==> config.mk <==
export PLATFORM = sky130hd
export DESIGN_NAME = fpcc_eval
export DESIGN_NICKNAME = d
export VERILOG_FILES = /design/src/rtl/fpcc_pkg.sv /design/src/rtl/fpcc_decode.sv /design/src/rtl/fpcc_base.sv /design/src/rtl/fpcc_eval.sv
export SDC_FILE = /design/constraint.sdc
export NUM_CORES = 1
export LEC_CHECK = 0
export ABC_AREA = 1
export CAP_MARGIN = 20
export CORE_AREA = 4 4 41 43
export DETAILED_ROUTE_END_ITERATION = 6
export DIE_AREA = 0 0 45 47
export GPL_ROUTABILITY_DRIVEN = 1
export GPL_TIMING_DRIVEN = 0
export SYNTH_ARGS = -nofsm -noshare
export SYNTH_HDL_FRONTEND = slang
export SYNTH_HIERARCHICAL = 1
export SYNTH_SLANG_ARGS = --single-unit
==> constraint.sdc <==
create_clock -name clk -period 1.7 [get_ports clk]
set_input_delay 0.34 -clock clk [delete_from_list [all_inputs] [get_ports clk]]
set_output_delay 0.34 -clock clk [all_outputs]
set_load 0.02 [all_outputs]
==> src/rtl/fpcc_pkg.sv <==
package fpcc_pkg;

  localparam int PRED_USED = 6;
  localparam int BASE_W    = 3;

  typedef struct packed {
    logic neg;
    logic zero;
    logic inf;
    logic nan;
  } cc_t;

  typedef enum logic [BASE_W-1:0] {
    BT_NEVER = 3'd0,
    BT_EQ    = 3'd1,
    BT_GT    = 3'd2,
    BT_GE    = 3'd3,
    BT_LT    = 3'd4,
    BT_LE    = 3'd5,
    BT_GL    = 3'd6,
    BT_ORD   = 3'd7
  } base_e;

  typedef struct packed {
    logic  bad;
    logic  signalling;
    logic  invert;
    base_e base;
  } dec_t;

  // Split the 6-bit predicate field into its controls.
  function automatic dec_t split_pred(input logic [PRED_USED-1:0] p);
    dec_t d;
    d.bad        = p[5];
    d.signalling = p[4];
    d.invert     = p[3];
    d.base       = base_e'(p[3] ? ~p[2:0] : p[2:0]);
    return d;
  endfunction

  // Base comparison against the flags; the infinity flag plays no part.
  function automatic logic base_hit(input base_e b, input cc_t c);
    logic r;
    unique case (b)
      BT_NEVER: r = 1'b0;
      BT_EQ:    r = c.zero;
      BT_GT:    r = !(c.nan | c.zero | c.neg);
      BT_GE:    r = c.zero | !(c.nan | c.neg);
      BT_LT:    r = c.neg & !c.zero & !c.nan;
      BT_LE:    r = c.zero | (c.neg & !c.nan);
      BT_GL:    r = !(c.nan | c.zero);
      BT_ORD:   r = !c.nan;
      default:  r = 1'b0;
    endcase
    return r;
  endfunction

endpackage

==> src/rtl/fpcc_decode.sv <==
module fpcc_decode
  import fpcc_pkg::*;
#(
  parameter int PRED_W = 6
) (
  input  logic [PRED_W-1:0] pred,
  output dec_t              dec
);

  assign dec = split_pred(pred[PRED_USED-1:0]);

  generate
    if (PRED_W > PRED_USED) begin : g_hi
      logic unused_hi;
      assign unused_hi = ^pred[PRED_W-1:PRED_USED];
    end
  endgenerate

endmodule

==> src/rtl/fpcc_base.sv <==
module fpcc_base
  import fpcc_pkg::*;
(
  input  base_e base,
  input  cc_t   cc,
  output logic  hit
);

  logic unused_inf;
  assign unused_inf = cc.inf;

  assign hit = base_hit(base, cc);

endmodule

==> src/rtl/fpcc_eval.sv <==
module fpcc_eval
  import fpcc_pkg::*;
#(
  parameter int PRED_W = 6
) (
  input  logic              clk,
  input  logic              rst_n,
  input  logic              in_valid,
  input  logic [PRED_W-1:0] pred,
  input  logic              cc_neg,
  input  logic              cc_zero,
  input  logic              cc_inf,
  input  logic              cc_nan,
  output logic              out_valid,
  output logic              cond_true,
  output logic              illegal,
  output logic              bsun_set
);

  cc_t  cc;
  dec_t dec;

  // Named internal events, used by the bound checker.
  logic dec_illegal;
  logic dec_signal;
  logic dec_invert;
  logic base_hit_w;
  logic next_true;
  logic next_bsun;

  assign cc = '{neg: cc_neg, zero: cc_zero, inf: cc_inf, nan: cc_nan};

  fpcc_decode #(.PRED_W(PRED_W)) u_decode (
    .pred (pred),
    .dec  (dec)
  );

  fpcc_base u_base (
    .base (dec.base),
    .cc   (cc),
    .hit  (base_hit_w)
  );

  assign dec_illegal = dec.bad;
  assign dec_signal  = dec.signalling;
  assign dec_invert  = dec.invert;
  assign next_true   = !dec_illegal & (base_hit_w ^ dec_invert);
  assign next_bsun   = !dec_illegal & dec_signal & cc.nan;

  always_ff @(posedge clk) begin
    if (!rst_n) begin
      out_valid <= 1'b0;
      cond_true <= 1'b0;
      illegal   <= 1'b0;
      bsun_set  <= 1'b0;
    end else begin
      out_valid <= in_valid;
      if (in_valid) begin
        cond_true <= next_true;
        illegal   <= dec_illegal;
        bsun_set  <= next_bsun;
      end
    end
  end

endmodule

# Word-level counts from Yosys, hierarchy flattened
# Index checks and enable logic that the tools add are counted.
[totals]
ff_bits = 4
output_inout_bits = 4
wordCells = 33
[op_classes]
eq_ne = 7
n_mux = 2
bitwise_logic = 13
n_reduce_logical = 7
[ops]
columns = ["operator", "n"]
rows = [
  ["equality test 3 bit (second input constant)", 4],
  ["one-hot mux 1 bit (8 select lines)", 1],
  ["bitwise AND 1 bit", 6],
  ["equality test 3 x 2 -> 1 bit (second input constant)", 2],
  ["zero test 1 bit", 6],
  ["bitwise OR 1 bit", 5],
  ["equality test 3 x 1 -> 1 bit (second input constant)", 1],
  ["zero test 3 bit", 1],
  ["two-way mux 3 bit", 1],
  ["NOT 3 bit", 1],
  ["XOR 1 bit", 1],
]

# Longest topological paths before layout
# Gate-level depths: netlist (run 1).
[depth]
depth_word = 6
ltp_mapped = 12
mapped_depth_nobuf = 12

# Cells and area by module
# Netlist (run 1), hierarchy kept.
[by_module_without_submodules]
columns = ["mod", "n_inst", "cells_per_inst", "area_each_um2", "seq_area_each_um2"]
rows = [
  ["fpcc_eval", 1, 21, 152.6, 80.1],
  ["fpcc_decode", 1, 16, 71.3, 0.0],
  ["fpcc_base", 1, 11, 45.0, 0.0],
]

# Worst setup path before layout (run 1)
# Ideal clock, no wire load.
[synth_timing]
kind = "input -> register"
start = "in pred[3]"
end = "reg cond_true"
arrival_time_ns = 0.990
path_slack_ns = 0.640
stages = 11
n_path_buf = 0
path_cell_list = "inv_2 nand2_1 nand2_1 nand2_1 nand3_1 nand2_1 nor2_2 inv_1 nand2_1 nand3_1 a21oi_1"
[synth_rtl]
columns = ["element", "line_no", "text"]
rows = [
  ["from (decl)", "fpcc_eval.sv:9", "input logic [PRED_W-1:0] pred,"],
  ["to (signal assigned)", "fpcc_eval.sv:59", "cond_true <= next_true;"],
  ["to (decl)", "fpcc_eval.sv:15", "output logic cond_true,"],
]

# Worst setup path after layout (run 1)
[layout_timing]
start = "reg cond_true"
end = "out cond_true"
# No word-level cell between the ends.

==> results of run 1 <==
-- registers in the layout, indices dropped and copies added, names as in the netlist --
| signal | count |
|---|---|
| out_valid | 1 |
| illegal | 1 |
| cond_true | 1 |
| bsun_set | 1 |
-- logic make-up after synthesis --
kind of cell,after synthesis,share of synthesized area [%]
AO/OA/AOI/OAI,3,5.580
buffers and inverters,14,23.72
flip-flops,4,29.77
AND/OR/NAND/NOR,27,40.93
-- layout make-up --
type	instances	area [µm²]	area share, %
repair buffers	13	130.1	29.55
multi-input cells	30	125.1	28.41
flip-flops and latches	4	80.08	18.18
inverters	11	41.29	9.375
clock buffers	3	22.52	5.114
plain buffers	3	22.52	5.114
well taps	15	18.77	4.261
-- path summary, 6_finish.rpt --
path,start,endpoint,cells past startpoint
setup / recovery,cond_true,cond_true,1
hold / removal,pred[5],illegal,3
setup reg to reg,illegal,illegal,2
hold reg to reg,bsun_set,bsun_set,2
-- layer usage --
metal,up-vias,share of wire [%],wire length [µm],GRT usage (%)
met5,-,0,0,0
li1,170,-,-,-
met4,0,2.0,12,7.018
met3,2,9.6,57,6.897
met2,8,48,283,8.475
met1,117,40,240,7.062
-- layout by cell type (no fill, tap or decap) --
| cell | synthesis | routed |
|---|---|---|
| a21oi_1 | 2 | 2 |
| buf_4 | 3 | 3 |
| clkbuf_4 | 0 | 3 |
| clkdlybuf4s50_1 | 0 | 13 |
| dfxtp_1 | 4 | 4 |
| inv_1 | 9 | 9 |
| inv_2 | 2 | 2 |
| nand2_1 | 20 | 20 |
| nand3_1 | 3 | 3 |
| nor2_1 | 2 | 2 |
| nor2_2 | 2 | 2 |
| o21ai_0 | 1 | 1 |
-- where the power goes --
group / internal (W) / switching, W
Sequential: 0.0000991 / 0.00000171
Clock: 0.0000792 / 0.0000426
Combinational: 0.0000419 / 0.0000337
Total: 0.000220 / 0.0000780
-- metrics by stage --
step	power (W)	TNS (ps)	instance area (µm²)	setup WS, ps	hold slack [ps]
after floorplan	0.0001410	0	269.0	640.5	433.5
after global placement	0.0001779	-27.84	417.9	-27.84	449.5
after detailed placement	0.0001789	-59.25	417.9	-59.25	457.5
after CTS	0.0003058	0	440.4	174.9	345.3
after global routing	0.0003212	0	440.4	30.05	391.5
final	0.0002982	0	440.4	191.8	348.2
==> key figures, run 1 <==
Clock tree
  • Clock transition at path regs: 40 ps
  • Root Buffer: clkbuf_4
  • CTS Buffer Depth: 2
  • Clk_lat worst skew: 240 ps
  • Num CTS Buffers: 3
  • Clock sinks: 4
  • PostCTS Resize Cnt: 0
  • Hold_buf cts: 0
  • Htree depth: 1
  • TritonCTS clock tree: built
  • Post-CTS setup buffers: 0

Synth
  • Post-synth net total: 61
  • Top cell type's share of synthesized area: 29.77%
  • Mapped Area: 269.0 µm²
  • Synth warn: 6
  • Post-synth EDFFs: 0
  • Area leader, netlist: dfxtp_1
  • Post-Synthesis Cells: 48
  • Async S/R FF share, synth: 0%
  • Cell with the most instances after synthesis: nand2_1
  • Synth cell types: 10
  • Ys flop type: dfxtp_1
  • Register area share after synthesis: 29.77%
  • Synth area leaders: dfxtp_1 30%, nand2_1 28%, inv_1 13%
  • Number of synthesized register bits: 4
  • Most frequent cells after synthesis: 20 x nand2_1, 9 x inv_1, 4 x dfxtp_1
  • Mean Syn Cell Area: 5.604 µm²

Setup path
  • CP Cell Sequence: clkdlybuf4s50_1
  • WS Path Type: flop to output pin
  • Max FO, Critical Path: 2
  • WP buf/inv: 1
  • Setup crit end kind: output pin
  • Worst path top cell family by delay: buffers and inverters
  • Largest stage delay on the critical path: 600 ps
  • CP arrival: 1170 ps
  • WP data required: 1360 ps
  • CP startpoint kind: flop
  • Flop2flop setup slack: 1100 ps
  • CP max-delay cell: clkdlybuf4s50_1

Timing
  • Hold Vio Cnt, Final: 0
  • Fin crit share: 88.72%
  • Final Slew Violations: 0
  • Final setup skew: 0 ps
  • Max transition margin: 84.71%
  • Tmin final: 1508 ps
  • Least-Margin Pin Slew: 228.6 ps
  • RSZ-0062 raised after global routing: no
  • Setup-failing EPs final: 0
  • Fmax: 0.6631 GHz

Detailed routing
  • WL/cell: 7.506 µm
  • Vias per cell: 3.759
  • Final wirelength: 593 µm
  • Post-route ant nets: 0
  • Starting DRT DRC Count: 4
  • DRC: 0
  • Via count: 297
  • Drt pass-1 iters: 4

Finish
  • Ant diodes: 0
  • Layout cells sized above 1: 15.63%
  • Fillers: 158
  • Layout area overhead: 63.72%
  • Final Non-Filler Cells: 79
  • Layout net count: 79
  • Final core occ: 33.85%

Floorplanning
  • Core ar.: 0.001301 mm²
  • Starting Density: 20.67%
  • Die area: 0.002115 mm²
  • DIE HEIGHT: 47 µm
  • Die width: 45 µm
  • Row count: 13
  • I/O pins: 17

Pwr
  • Cell area power density: 677.1 mW/mm²
  • Maximum vdd drop: 0.3790 mV
  • Leak: 0.2336 nW

GRT
  • Total congestion overflow: 0
  • Largest net degree at the start of global routing: 6
  • Initial antenna violation count: 0
  • Global-route usage over all layers: 7.194%
  • Number of global-route vias before repair: 234
  • Wire length of the first global-routing pass: 931 µm

Place
  • Port buffer count: 13
  • Placed Cells: 76
  • Post-DP HPWL: 493.8 µm
  • Gpl congestion: 0.6674

Flow run
  • Max-cap violations: 0

Status
  • Status: finished clean

Worst hold path
  • Hold Path Class: input port to flop
(Power assumes the default switching activity.)
==> run 2, diff against run 1 <==
Settings changed: RECOVER_POWER set to 25.
==> key figures, run 2 (synthesized netlist as in run 1, its figures left out) <==
Status
  • Status: finished clean

Finish
  • Most frequent cells in the layout: 20 x nand2_1, 12 x clkdlybuf4s50_1, 9 x inv_1
  • Layout cells sized above 1: 14.06% (-1.6 points)
  • Layout area overhead: 62.79%
  • Final Non-Filler Cells: 79 (unchanged)
  • Commonest non-fill, non-tap cell in the layout: nand2_1
  • Cell area after layout: 437.9 µm² (-0.57%)
  • Ant diodes: 0 (unchanged)
  • Layout net count: 79 (unchanged)

Timing
  • Final Slew Violations: 0 (unchanged)
  • Setup-failing EPs final: 0 (unchanged)
  • Max transition margin: 84.64% (about the same)
  • Fin crit share: 88.77% (about the same)
  • Tmin final: 1509 ps (+0.8840 ps)
  • Final setup skew: 0 ps (unchanged)
  • Fmax: 0.6627 GHz (about the same)
  • Least-Margin Pin Slew: 229.6 ps (+0.9942 ps)
  • Hold Vio Cnt, Final: 0 (unchanged)
  • RSZ-0062 raised after global routing: no

Clock tree
  • Clk_lat worst skew: 240 ps (about the same)
  • Hold_buf cts: 0 (unchanged)
  • PostCTS Resize Cnt: 0 (unchanged)
  • Post-CTS setup buffers: 0 (unchanged)
  • Num CTS Buffers: 3 (unchanged)
  • Root Buffer: clkbuf_4
  • Clock transition at path regs: 40 ps (about the same)
  • TritonCTS clock tree: built
  • Htree depth: 1 (unchanged)
  • Clock sinks: 4 (unchanged)
  • CTS Buffer Depth: 2 (unchanged)

Detailed routing
  • WL/cell: 7.544 µm (+0.51%)
  • Top Layer Used: met4
  • Post-route ant nets: 0 (unchanged)
  • Vias per cell: 3.785 (+0.67%)
  • Routed wl met3: 57 µm (unchanged)
  • WL met2: 287 µm (+1.4%)
  • DRC: 0 (unchanged)
  • Via count: 299 (+0.67%)
  • Final wirelength: 596 µm (+0.51%)
  • Drt pass-1 iters: 4 (unchanged)
  • WL met1: 238 µm (-0.83%)
  • Starting DRT DRC Count: 8 (+4)

GRT
  • Largest net degree at the start of global routing: 6 (unchanged)
  • Global-route usage over all layers: 7.194% (unchanged)
  • Wire length of the first global-routing pass: 931 µm (unchanged)
  • Number of global-route vias before repair: 234 (unchanged)
  • Initial antenna violation count: 0 (unchanged)
  • Total congestion overflow: 0 (unchanged)

Setup path
  • Worst path top cell family by delay: buffers and inverters
  • CP arrival: 1170 ps (about the same)
  • CP Cell Sequence: clkdlybuf4s50_1
  • CP Launch Point: cond_true
  • FF-to-FF End: illegal
  • Max FO, Critical Path: 2 (unchanged)
  • Largest stage delay on the critical path: 600 ps (about the same)
  • WS Path Type: flop to output pin
  • Crit. path cell count: 1 (unchanged)
  • Worst Reg2Reg Path Length in Cells: 2 (unchanged)
  • Worst r2r src: illegal
  • Flop2flop setup slack: 1090 ps (about the same)
  • Setup crit end kind: output pin
  • CP startpoint kind: flop
  • CP max-delay cell: clkdlybuf4s50_1
  • WP data required: 1360 ps (about the same)
  • CP endpoint: cond_true
  • WP buf/inv: 1 (unchanged)

Worst hold path
  • Critical hold path startpoint: pred[5]
  • Hold Path Class: input port to flop
  • Hold Crit Depth: 3 (unchanged)

Pwr
  • Maximum vdd drop: 0.3778 mV (-0.30%)
  • Combinational share of power: 25.0% (-0.4 points)
  • Sw frac: 26.26% (+0.11 points)
  • Flop pwr share: 33.9% (about the same)
  • Cell area power density: 679.8 mW/mm² (+0.40%)
  • Cell Int Power: 0.0002195 W (-0.32%)
  • P_sw: 0.00007819 W (+0.27%)
  • Clock share of power: 41.1% (+0.3 points)
  • Leak: 0.2340 nW (+0.13%)
  • Total power: 0.0002977 W (-0.17%)

Place
  • Port buffer count: 13 (unchanged)
  • Placed Cells: 76 (unchanged)
  • Gpl congestion: 0.6674 (unchanged)
  • Post-DP HPWL: 493.8 µm (unchanged)
  • Placed cell area: 417.9 µm² (unchanged)

Floorplanning
  • Core ar.: 0.001301 mm² (unchanged)
  • Die width: 45 µm (unchanged)
  • I/O pins: 17 (unchanged)
  • Row count: 13 (unchanged)
  • DIE HEIGHT: 47 µm (unchanged)
  • Die area: 0.002115 mm² (unchanged)
  • Starting Density: 20.67% (unchanged)

Flow run
  • Max-cap violations: 0 (unchanged)
## run 2: how the worst min path moves through the flow
stage                      to  slack (ps)
finish                illegal         370
global route         bsun_set         400
CTS                   illegal         350
detailed placement   bsun_set         460
global placement     bsun_set         450
floorplan           out_valid         430
## run 2: routing by layer
metal  track usage (%)  vias to the layer above
met3             6.897                        2
li1                  -                      170
met4             7.018                        0
met2             8.475                        8
met1             7.062                      119
met5                 0                        -
## run 2: power groups by stage
| stage | Sequential (W) | Combinational, W | Clock [W] |
|---|---|---|---|
| floorplan | 0.000108 | 0.0000327 | 0 |
| global placement | 0.000102 | 0.0000757 | 0 |
| detailed placement | 0.000102 | 0.0000766 | 0 |
| CTS | 0.000101 | 0.0000769 | 0.000128 |
| global route | 0.000101 | 0.0000844 | 0.000134 |
| finish | 0.000101 | 0.0000745 | 0.000122 |
## run 2: through the flow
| stage | util, % | hold slack, ps | worst slack [ps] | TNS (ps) |
|---|---|---|---|---|
| finish | 33.65 | 369.5 | 190.9 | 0 |
| global route | 33.65 | 401.3 | 23.34 | 0 |
| CTS | 33.85 | 345.3 | 174.9 | 0 |
| detailed placement | 32.12 | 457.5 | -59.25 | -59.25 |
| global placement | 32.12 | 449.5 | -27.84 | -27.84 |
| floorplan | - | 433.5 | 640.5 | 0 |
## run 2: area by class of cell
type	instances	area (µm²)
multi-input combinational	30	122.6
sequential	4	80.08
timing repair buffer	13	130.1
clock buffer	3	22.52
tap	15	18.77
inverter	11	41.29
fill	159	863.3
buffer	3	22.52
